===== src/rtl/dgs_pkg.sv =====
package dgs_pkg;

    localparam int XTRA_W      = 4;
    localparam int CX_MAX_UOPS = 4;

    typedef struct packed {
        logic              simple;
        logic              ucode;
        logic [XTRA_W:0]   uops;
    } entry_class_t;

    function automatic logic [XTRA_W:0] uops_of(input logic [XTRA_W-1:0] xtra);
        return {1'b0, xtra} + 1'b1;
    endfunction

endpackage


===== src/rtl/dgs_classify.sv =====
module dgs_classify
    import dgs_pkg::*;
(
    input  logic [XTRA_W-1:0] xtra,
    input  logic              force_cx,
    output entry_class_t      cls
);
    always_comb begin
        cls.uops   = uops_of(xtra);
        cls.simple = (xtra == '0) && !force_cx;
        cls.ucode  = cls.uops > (XTRA_W+1)'(CX_MAX_UOPS);
    end
endmodule


===== src/rtl/dgs_group_former.sv =====
module dgs_group_former
    import dgs_pkg::*;
#(
    parameter int W     = 4,
    parameter int CNT_W = 3,
    parameter int NU_W  = 7
) (
    input  logic               valid [W],
    input  entry_class_t       cls   [W],
    output logic [W-1:0]       take,
    output logic [CNT_W-1:0]   ninstr,
    output logic [NU_W-1:0]    nuops,
    output logic               ucode
);
    always_comb begin
        logic open;
        take    = '0;
        take[0] = valid[0];
        open    = valid[0] && !cls[0].ucode;
        for (int i = 1; i < W; i++) begin
            take[i] = open && valid[i] && cls[i].simple;
            open    = take[i];
        end
    end

    always_comb begin
        ninstr = '0;
        nuops  = '0;
        for (int i = 0; i < W; i++) begin
            if (take[i]) begin
                ninstr = ninstr + 1'b1;
                nuops  = nuops + NU_W'(cls[i].uops);
            end
        end
        ucode = take[0] && cls[0].ucode;
    end
endmodule


===== src/rtl/dgs_steer.sv =====
module dgs_steer
    import dgs_pkg::*;
#(
    parameter  int NUM_SIMPLE = 3,
    parameter  int TAG_W      = 8,
    localparam int W          = NUM_SIMPLE + 1,
    localparam int CNT_W      = $clog2(W + 1),
    localparam int NU_W       = XTRA_W + 1 + $clog2(W)
) (
    input  logic                 clk,
    input  logic                 rst,
    input  logic [W-1:0]         in_valid,
    input  logic [W*XTRA_W-1:0]  in_xtra,
    input  logic [W-1:0]         in_force,
    input  logic [W*TAG_W-1:0]   in_tag,
    output logic [W-1:0]         in_ready,
    output logic                 out_valid,
    output logic [W-1:0]         out_slot_valid,
    output logic [W*TAG_W-1:0]   out_tag,
    output logic                 out_ucode,
    output logic [CNT_W-1:0]     out_ninstr,
    output logic [NU_W-1:0]      out_nuops
);
    entry_class_t       cls   [W];
    logic               vld   [W];
    logic [W-1:0]       take;
    logic [CNT_W-1:0]   ninstr;
    logic [NU_W-1:0]    nuops;
    logic               ucode;

    for (genvar g = 0; g < W; g++) begin : g_cls
        dgs_classify u_cls (
            .xtra     (in_xtra[g*XTRA_W +: XTRA_W]),
            .force_cx (in_force[g]),
            .cls      (cls[g])
        );
        assign vld[g] = in_valid[g] && !rst;
    end

    dgs_group_former #(.W(W), .CNT_W(CNT_W), .NU_W(NU_W)) u_grp (
        .valid  (vld),
        .cls    (cls),
        .take   (take),
        .ninstr (ninstr),
        .nuops  (nuops),
        .ucode  (ucode)
    );

    assign in_ready = take;

    always_ff @(posedge clk) begin
        if (rst) begin
            out_valid      <= 1'b0;
            out_slot_valid <= '0;
            out_tag        <= '0;
            out_ucode      <= 1'b0;
            out_ninstr     <= '0;
            out_nuops      <= '0;
        end else begin
            out_valid      <= take[0];
            out_slot_valid <= take;
            for (int i = 0; i < W; i++)
                out_tag[i*TAG_W +: TAG_W] <= take[i] ? in_tag[i*TAG_W +: TAG_W] : '0;
            out_ucode      <= ucode;
            out_ninstr     <= ninstr;
            out_nuops      <= nuops;
        end
    end
endmodule


===== config.mk =====
export PLATFORM = sky130hd
export DESIGN_NAME = dgs_steer
export DESIGN_NICKNAME = d
export VERILOG_FILES = /design/src/rtl/dgs_pkg.sv /design/src/rtl/dgs_classify.sv /design/src/rtl/dgs_group_former.sv /design/src/rtl/dgs_steer.sv
export SDC_FILE = /design/constraint.sdc
export NUM_CORES = 1
export LEC_CHECK = 0
export CAP_MARGIN = 40
export CORE_MARGIN = 2
export CORE_UTILIZATION = 40
export CTS_CLUSTER_DIAMETER = 40
export CTS_CLUSTER_SIZE = 12
export DETAILED_ROUTE_END_ITERATION = 16
export GPL_TIMING_DRIVEN = 0
export PLACE_DENSITY = 0.81
export SYNTH_ARGS = -nofsm -noshare
export SYNTH_HDL_FRONTEND = slang
export SYNTH_HIERARCHICAL = 1
export SYNTH_SLANG_ARGS = --single-unit

===== constraint.sdc =====
create_clock -name clk -period 6.85 [get_ports clk]
set_input_delay 1.37 -clock clk [delete_from_list [all_inputs] [get_ports clk]]
set_output_delay 1.37 -clock clk [all_outputs]
set_load 0.02 [all_outputs]

Yosys cells after proc, flatten, opt, wreduce, memory -nomap -nowiden
Index checks and enable logic that the tools add are counted.
- order comparisons: 1
- mux-type cells: 8
- add/sub/neg operators: 10
- bitwise operators: 4
- reduce and logical (&&, ||, !) cells: 27
- operators by type and width (kind ; count):
    7-bit 2-to-1 mux ; 3
    4-bit by 1-bit adder with 5-bit output, second input constant ; 4
    1-bit logical AND ; 15
    7-bit by 5-bit adder with 7-bit output ; 2
    4-bit zero test ; 3
    3-bit 2-to-1 mux ; 3
    2-bit OR reduction ; 4
    3-bit by 1-bit adder with 3-bit output, second input constant ; 2
    5-bit by 5-bit adder with 6-bit output ; 1
    5-bit by 3-bit > comparator with 1-bit output, second input constant ; 1
    1-bit zero test ; 5
    5-bit 2-to-1 mux ; 1
    1-bit NOT ; 4
    1-bit by 1-bit adder with 2-bit output, second input constant ; 1
    1-bit 2-to-1 mux ; 1
- word-level logic and storage cells: 59
- output and inout bits: 52
- register bits after elaboration: 48

Logic depth before layout (Yosys ltp)
Gate-level depths: netlist (run 1).
- word-level depth: 12
- gate-level depth with buffers: 22

Modules after synthesis
Netlist (run 1), hierarchy kept.
- modules (own cells, without submodules) (module ; cells an instance ; times used ; seq. area each (sq um) ; area an instance (sq um)):
    dgs_steer ; 104 ; 1 ; 940.9 ; 1372.6
    dgs_group_former ; 154 ; 1 ; 0.0 ; 1096.1
    dgs_classify ; 10 ; 4 ; 0.0 ; 83.8

Least setup slack after synthesis (run 1)
Ideal clock, no wire load.
- kind: input to register
- start point: in rst
- end point: reg out_nuops[5]
- buffers on the path: 2
- arrival: 5226 ps
- required time: 6732 ps
- cell stages on the path: 21
- path slack: 1507 ps
- path through: buf_2 -> nor2b_1 -> clkbuf_1 -> nand2_1 -> xnor2_1 -> ha_1 -> a21oi_1 -> xnor2_1 -> a41oi_1 -> o21a_1 -> ha_1 -> a21oi_1 -> o21ai_0 -> xnor2_1 -> a221oi_1 -> ha_1 -> or2_2 -> o311ai_0 -> xnor2_1 -> xor2_1 -> nor2b_1
- RTL lines (item ; RTL line ; RTL):
    from (decl) ; dgs_steer.sv:11 ; input logic rst,
    to (signal assigned) ; dgs_steer.sv:66 ; out_nuops <= nuops;
    to (decl) ; dgs_steer.sv:22 ; output logic [NU_W-1:0] out_nuops

==> flow_summary.toml, run 1 <==
[clock_network]
cts_sinks = 47
numCtsBuffers = 5
cts_tree = "built"
cts.path.max_buffers = 2
hold_buffers = 0
post_cts_buffers = 0
cts_max_level = 2
cts.clk_slew.worst_paths_ps = 80
cts_root_buf = "clkbuf_8"
cts_resized = 0

[cells_and_area]
area_growth_pct = 45.2
drive_gt1_share_pct = 8.47
fin_nets = 498
fill_cells = 578
antennaDiodeCount = 0

[global_route]
grt_use_met3_pct = 3.30
gr-total-overflow = 0
use_met1_pct = 20.1
busiest_layer = "met2"
grt_pass1_wl_um = 11000
grtUsageMet2_pct = 34.4
antenna_found_initial = 0
grt_usage_pct = 18.2
grt_max_degree = 19
grt_pass1_vias = 2472

[synthesis]
syn_nets = 383
ys_warn_count = 6
postSynthCellCount = 297
syn_area_per_cell_um2 = 9.40
netlist_area_um2 = 2790

[detailed_routing]
drc = 0
dr.first_iter.drc_count = 69
vias = 2534
wl_um = 7010
dr.pass1.iters = 4
avgViaCountPerCell = 5.14
wl_per_cell_um = 14.2
ant_nets = 0

[worst_hold_path]
holdPathEnd = "out_tag[18]"
hold_path.class = "in2reg"
worstHoldStart = "in_tag[18]"
hold_depth = 2

[timing]
final-max-slew-violation-count = 0
slew_headroom_pct = 64.0
finalSetupViolations = 0
worst_slew_pin_slew_ps = 539
layout_min_cycle_time_ps = 6240
tns_ps = 0
rsz0062_at_grt = "false"
finalCritPeriodShare_pct = 91.1
worst_slack_ps = 612
hold_viol = 0
fmax_mhz = 160

[die]
die_w_um = 87.5
fp-row-count = 30
dieHeight_um = 87.5
num_io_pins = 110
start_util_pct = 41.3
die_area_um2 = 7660
core_um2 = 6760

[pwr]
total_power_uw = 554
leakagePower_nw = 1.85
p_per_area_nw_per_um2 = 137
vdd_drop_max_mv = 0.0658

[run]
maxCapViolCount = 0

[setup_path]
start_kind = "input pin"
cp.required_ps = 7080
critical_path_class = "in2reg"
crit_top_cell = "xnor2_1"
endpoint_kind = "flop"
slowest_delay_ps = 490
crit_fanout = 10
slowest_stage = "clkdlybuf4s50_1"
critPathArrivalTime_ps = 6470
path_cells = "clkdlybuf4s50_1 -> buf_2 -> nor2b_1 -> clkbuf_1 -> nand2_1 -> xnor2_1 -> ha_1 -> a21oi_1 -> xnor2_1 -> nor3b_1 -> o21a_1 -> ha_1 -> a21oi_1 -> o21ai_0 -> xnor2_1 -> a221oi_1 -> ha_1 -> or2_2 -> o311ai_0 -> xnor2_1 -> xor2_1 -> nor2b_1"

[placed_design]
post-dp-hpwl_um = 5750
gp_congestion = 0.882
dp_slack_ps = 379
port_buffers = 108

[run_status]
status = "complete, no violations"
## worst max path at each step
| stage | slack (ps) | end | startpoint |
|---|---|---|---|
| after floorplan | 1510 | out_nuops[5] | rst |
| after global placement | 510 | out_nuops[5] | rst |
| after detailed placement | 380 | out_nuops[5] | rst |
| after CTS | 640 | out_nuops[5] | rst |
| after global routing | 240 | out_nuops[5] | rst |
| final | 610 | out_nuops[5] | rst |
## cell usage in the layout (no fill, tap or decap), types with 5 or more instances in the layout
cell type	instances
ha_1	26
nor2_1	8
and2_1	5
clkbuf_8	5
nand2_1	22
nor2b_1	19
dfxtp_1	47
buf_2	5
inv_1	16
and3b_1	32
clkdlybuf4s50_1	108
a211oi_1	8
xnor2_1	13
nand3_1	6
xor2_1	7
o21ai_0	11
a21oi_1	11
## worst max-delay path: cells and delay by family
family	cells	cell delay, ps
AO/OA/AOI/OAI	6	1390
buffers and inverters	3	1060
AND/OR/NAND/NOR	5	1010
adder cells (fa/ha/maj)	3	820
XOR/XNOR	5	800
## per-stage QoR
step	instance area [um2]	hold slack, ps	std cells	utilization, %
global placement	3970	1980	485	58.8
finish	4050	1680	493	60.0
global route	4050	1670	493	60.0
CTS	4050	1680	493	60.0
detailed placement	3970	1980	485	58.8
floorplan	2790	1530	297	-
## power by group
part           leakage, nW  internal, mW  switching, mW  total (mW)
clock               0.0422        0.0716         0.0813       0.153
combinational         1.42        0.0679         0.0569       0.125
sequential           0.380         0.276       0.000862       0.277
## registers in the layout, indices dropped and copies added (netlist names)
register and count:
out_nuops 7, out_ucode 1, out_ninstr 3, out_slot_valid 4, out_tag 32
## metal layers
layer | routed length [um] | vias to the layer above
met3 | 455 | 11
met5 | 0 | -
li1 | - | 1267
met4 | 138 | 0
met2 | 3480 | 92
met1 | 2940 | 1164
## final cells by class
| type | instances | area, um2 | area share [%] |
|---|---|---|---|
| inverter | 18 | 72.6 | 1.79 |
| buffer | 11 | 62.6 | 1.54 |
| clock inverter | 1 | 5.00 | 0.123 |
| sequential | 47 | 941 | 23.2 |
| tap | 80 | 100 | 2.47 |
| timing repair buffer | 108 | 1080 | 26.7 |
| clock buffer | 7 | 76.3 | 1.88 |
| multi-input combinational | 221 | 1720 | 42.3 |
Note: power is estimated with default switching activity, not from simulation.
==> run 2, diff against run 1 <==
--- a/config.mk
+++ b/config.mk
@@ -12,7 +12,7 @@
 export CTS_CLUSTER_SIZE = 12
 export DETAILED_ROUTE_END_ITERATION = 16
 export GPL_TIMING_DRIVEN = 0
-export PLACE_DENSITY = 0.81
+export PLACE_DENSITY = 0.84
 export SYNTH_ARGS = -nofsm -noshare
 export SYNTH_HDL_FRONTEND = slang
 export SYNTH_HIERARCHICAL = 1
==> constraint.sdc (replaced) <==
create_clock -name clk -period 5.1 [get_ports clk]
set_input_delay 1.02 -clock clk [delete_from_list [all_inputs] [get_ports clk]]
set_output_delay 1.02 -clock clk [all_outputs]
set_load 0.02 [all_outputs]
==> flow_summary.toml, run 2 (same netlist as run 1, synthesis figures left out) <==
[placed_design]
post-dp-hpwl_um = 5870
port_buffers = 108
gp_congestion = 0.888
dp_slack_ps = -1020

[detailed_routing]
vias = 2631
avgViaCountPerCell = 5.24
dr.pass1.iters = 4
dr.first_iter.drc_count = 76
wl_per_cell_um = 15.4
drc = 0
ant_nets = 0
wl_um = 7750

[global_route]
grt_max_degree = 19
gr-total-overflow = 0
grt_pass1_wl_um = 11500
antenna_found_initial = 0
grt_usage_pct = 19.0
grt_pass1_vias = 2553

[setup_path]
cp.required_ps = 5280
crit_fanout = 6
critPathArrivalTime_ps = 5120
endpoint_kind = "flop"
start_kind = "input pin"
crit_start = "in_valid[0]"
critical_path_class = "in2reg"

[die]
core_um2 = 6760
start_util_pct = 41.3
num_io_pins = 110
fp-row-count = 30
die_area_um2 = 7660
die_w_um = 87.5
dieHeight_um = 87.5

[pwr]
swShare_pct = 25.5
share_comb_of_total_power_pct = 24.1
seqPwrFrac_pct = 46.3
clkPwrFrac_pct = 29.7
p_per_area_nw_per_um2 = 185
leakagePower_nw = 1.98
p_int_uw = 598
p_sw_uw = 204
vdd_drop_max_mv = 0.0935
total_power_uw = 803

[timing]
finalCritPeriodShare_pct = 97.0
worst_slew_pin_slew_ps = 453
layout_min_cycle_time_ps = 4950
tns_ps = 0
fmax_mhz = 202
finalSetupViolations = 0
final-max-slew-violation-count = 0
hold_viol = 0
holdWs_ps = 1280
worst_slack_ps = 152
slew_headroom_pct = 69.8

[cells_and_area]
top_register = "out_tag"
top_regs = "out_tag (32), out_nuops (7), out_slot_valid (4)"
mostFrequentLayoutCells = "clkdlybuf4s50_1, dfxtp_1, and3b_1"
utilization_pct = 64.2
largest_reg_flops = 32
drive_gt1_share_pct = 16.8
fin_nets = 507
layout_commonest_cell = "clkdlybuf4s50_1"
area_growth_pct = 55.4
antennaDiodeCount = 0

[worst_hold_path]
hold_depth = 2
hold_path.class = "in2reg"
worstHoldStart = "rst"
holdPathEnd = "out_tag[11]"

[run_status]
status = "complete, no violations"

[clock_network]
cts_sinks = 47
cts_max_level = 2
cts_tree = "built"
hold_buffers = 0
numCtsBuffers = 5
cts.path.max_buffers = 2
cts.clk_slew.worst_paths_ps = 80
cts_root_buf = "clkbuf_8"

[run]
maxCapViolCount = 0
-- run 2: power by group through the flow --
stage / clock (mW) / sequential (mW) / combinational (mW)
final: 0.238 / 0.371 / 0.193
after global routing: 0.263 / 0.372 / 0.210
after CTS: 0.242 / 0.371 / 0.178
after detailed placement: 0 / 0.380 / 0.166
after global placement: 0 / 0.380 / 0.161
after floorplan: 0 / 0.385 / 0.0862
-- run 2: area by class of cell --
class | instances | area (um2)
tap | 80 | 100
buffer | 11 | 80.1
clock inverter | 1 | 7.51
timing repair buffer | 117 | 1160
clock buffer | 7 | 96.3
fill | 547 | 2420
sequential | 47 | 941
multi-input combinational | 221 | 1880
inverter | 18 | 73.8
-- run 2: how the worst max path moves through the flow --
stage               slack (ps)  cells after the start      endpoint
floorplan                  110                     21  out_nuops[5]
global placement          -880                     22  out_nuops[5]
detailed placement       -1020                     23  out_nuops[6]
CTS                         20                     21  out_nuops[6]
global route                -7                     22  out_nuops[6]
finish                     150                     22  out_nuops[6]
-- run 2: per-layer routing --
metal  GRT usage, %  up-vias  wire length, um  share of wire (%)
met5              0        -                0                  0
met4           6.99        0              168                2.2
met3           3.58       14              657                8.5
met2           37.4      123             3970                 51
met1           19.7     1208             2950                 38
li1               -     1286                -                  -
-- run 2: worst max-delay path: stages --
cell             delay (ps)
clkdlybuf4s50_1         490
nor2b_4                 190
buf_6                   130
and2_1                  140
ha_2                    190
buf_4                   100
nor3b_4                 220
o21ai_0                 190
a31oi_4                 260
inv_1                   100
ha_4                    290
inv_1                    50
o21ai_1                 160
xnor2_1                 120
a221oi_2                320
ha_1                    200
o21ai_1                  80
o21ba_2                 250
o211ai_1                210
a22o_1                  170
o211ai_2                 80
nor2b_2                 150
-- run 2: repair_timing --
item	CTS	global route
resized for setup	19	26
cloned	0	0
setup endpoints to repair	6	4
setup buffers	0	9
pin swaps	1	10
-- run 2: metrics by stage --
stage / cell area [um2] / cells
after global placement: 3970 / 485
after global routing: 4340 / 502
after CTS: 4170 / 493
final: 4340 / 502
after floorplan: 2790 / 297
after detailed placement: 3970 / 485
==> run 3, diff against run 2 <==
--- a/config.mk
+++ b/config.mk
@@ -8,7 +8,7 @@
 export CAP_MARGIN = 40
 export CORE_MARGIN = 2
 export CORE_UTILIZATION = 40
-export CTS_CLUSTER_DIAMETER = 40
+export CTS_CLUSTER_DIAMETER = 50
 export CTS_CLUSTER_SIZE = 12
 export DETAILED_ROUTE_END_ITERATION = 16
 export GPL_TIMING_DRIVEN = 0
==> results of run 3 <==
Same layout as run 2: the final DEF is identical, and so are final timing and power.
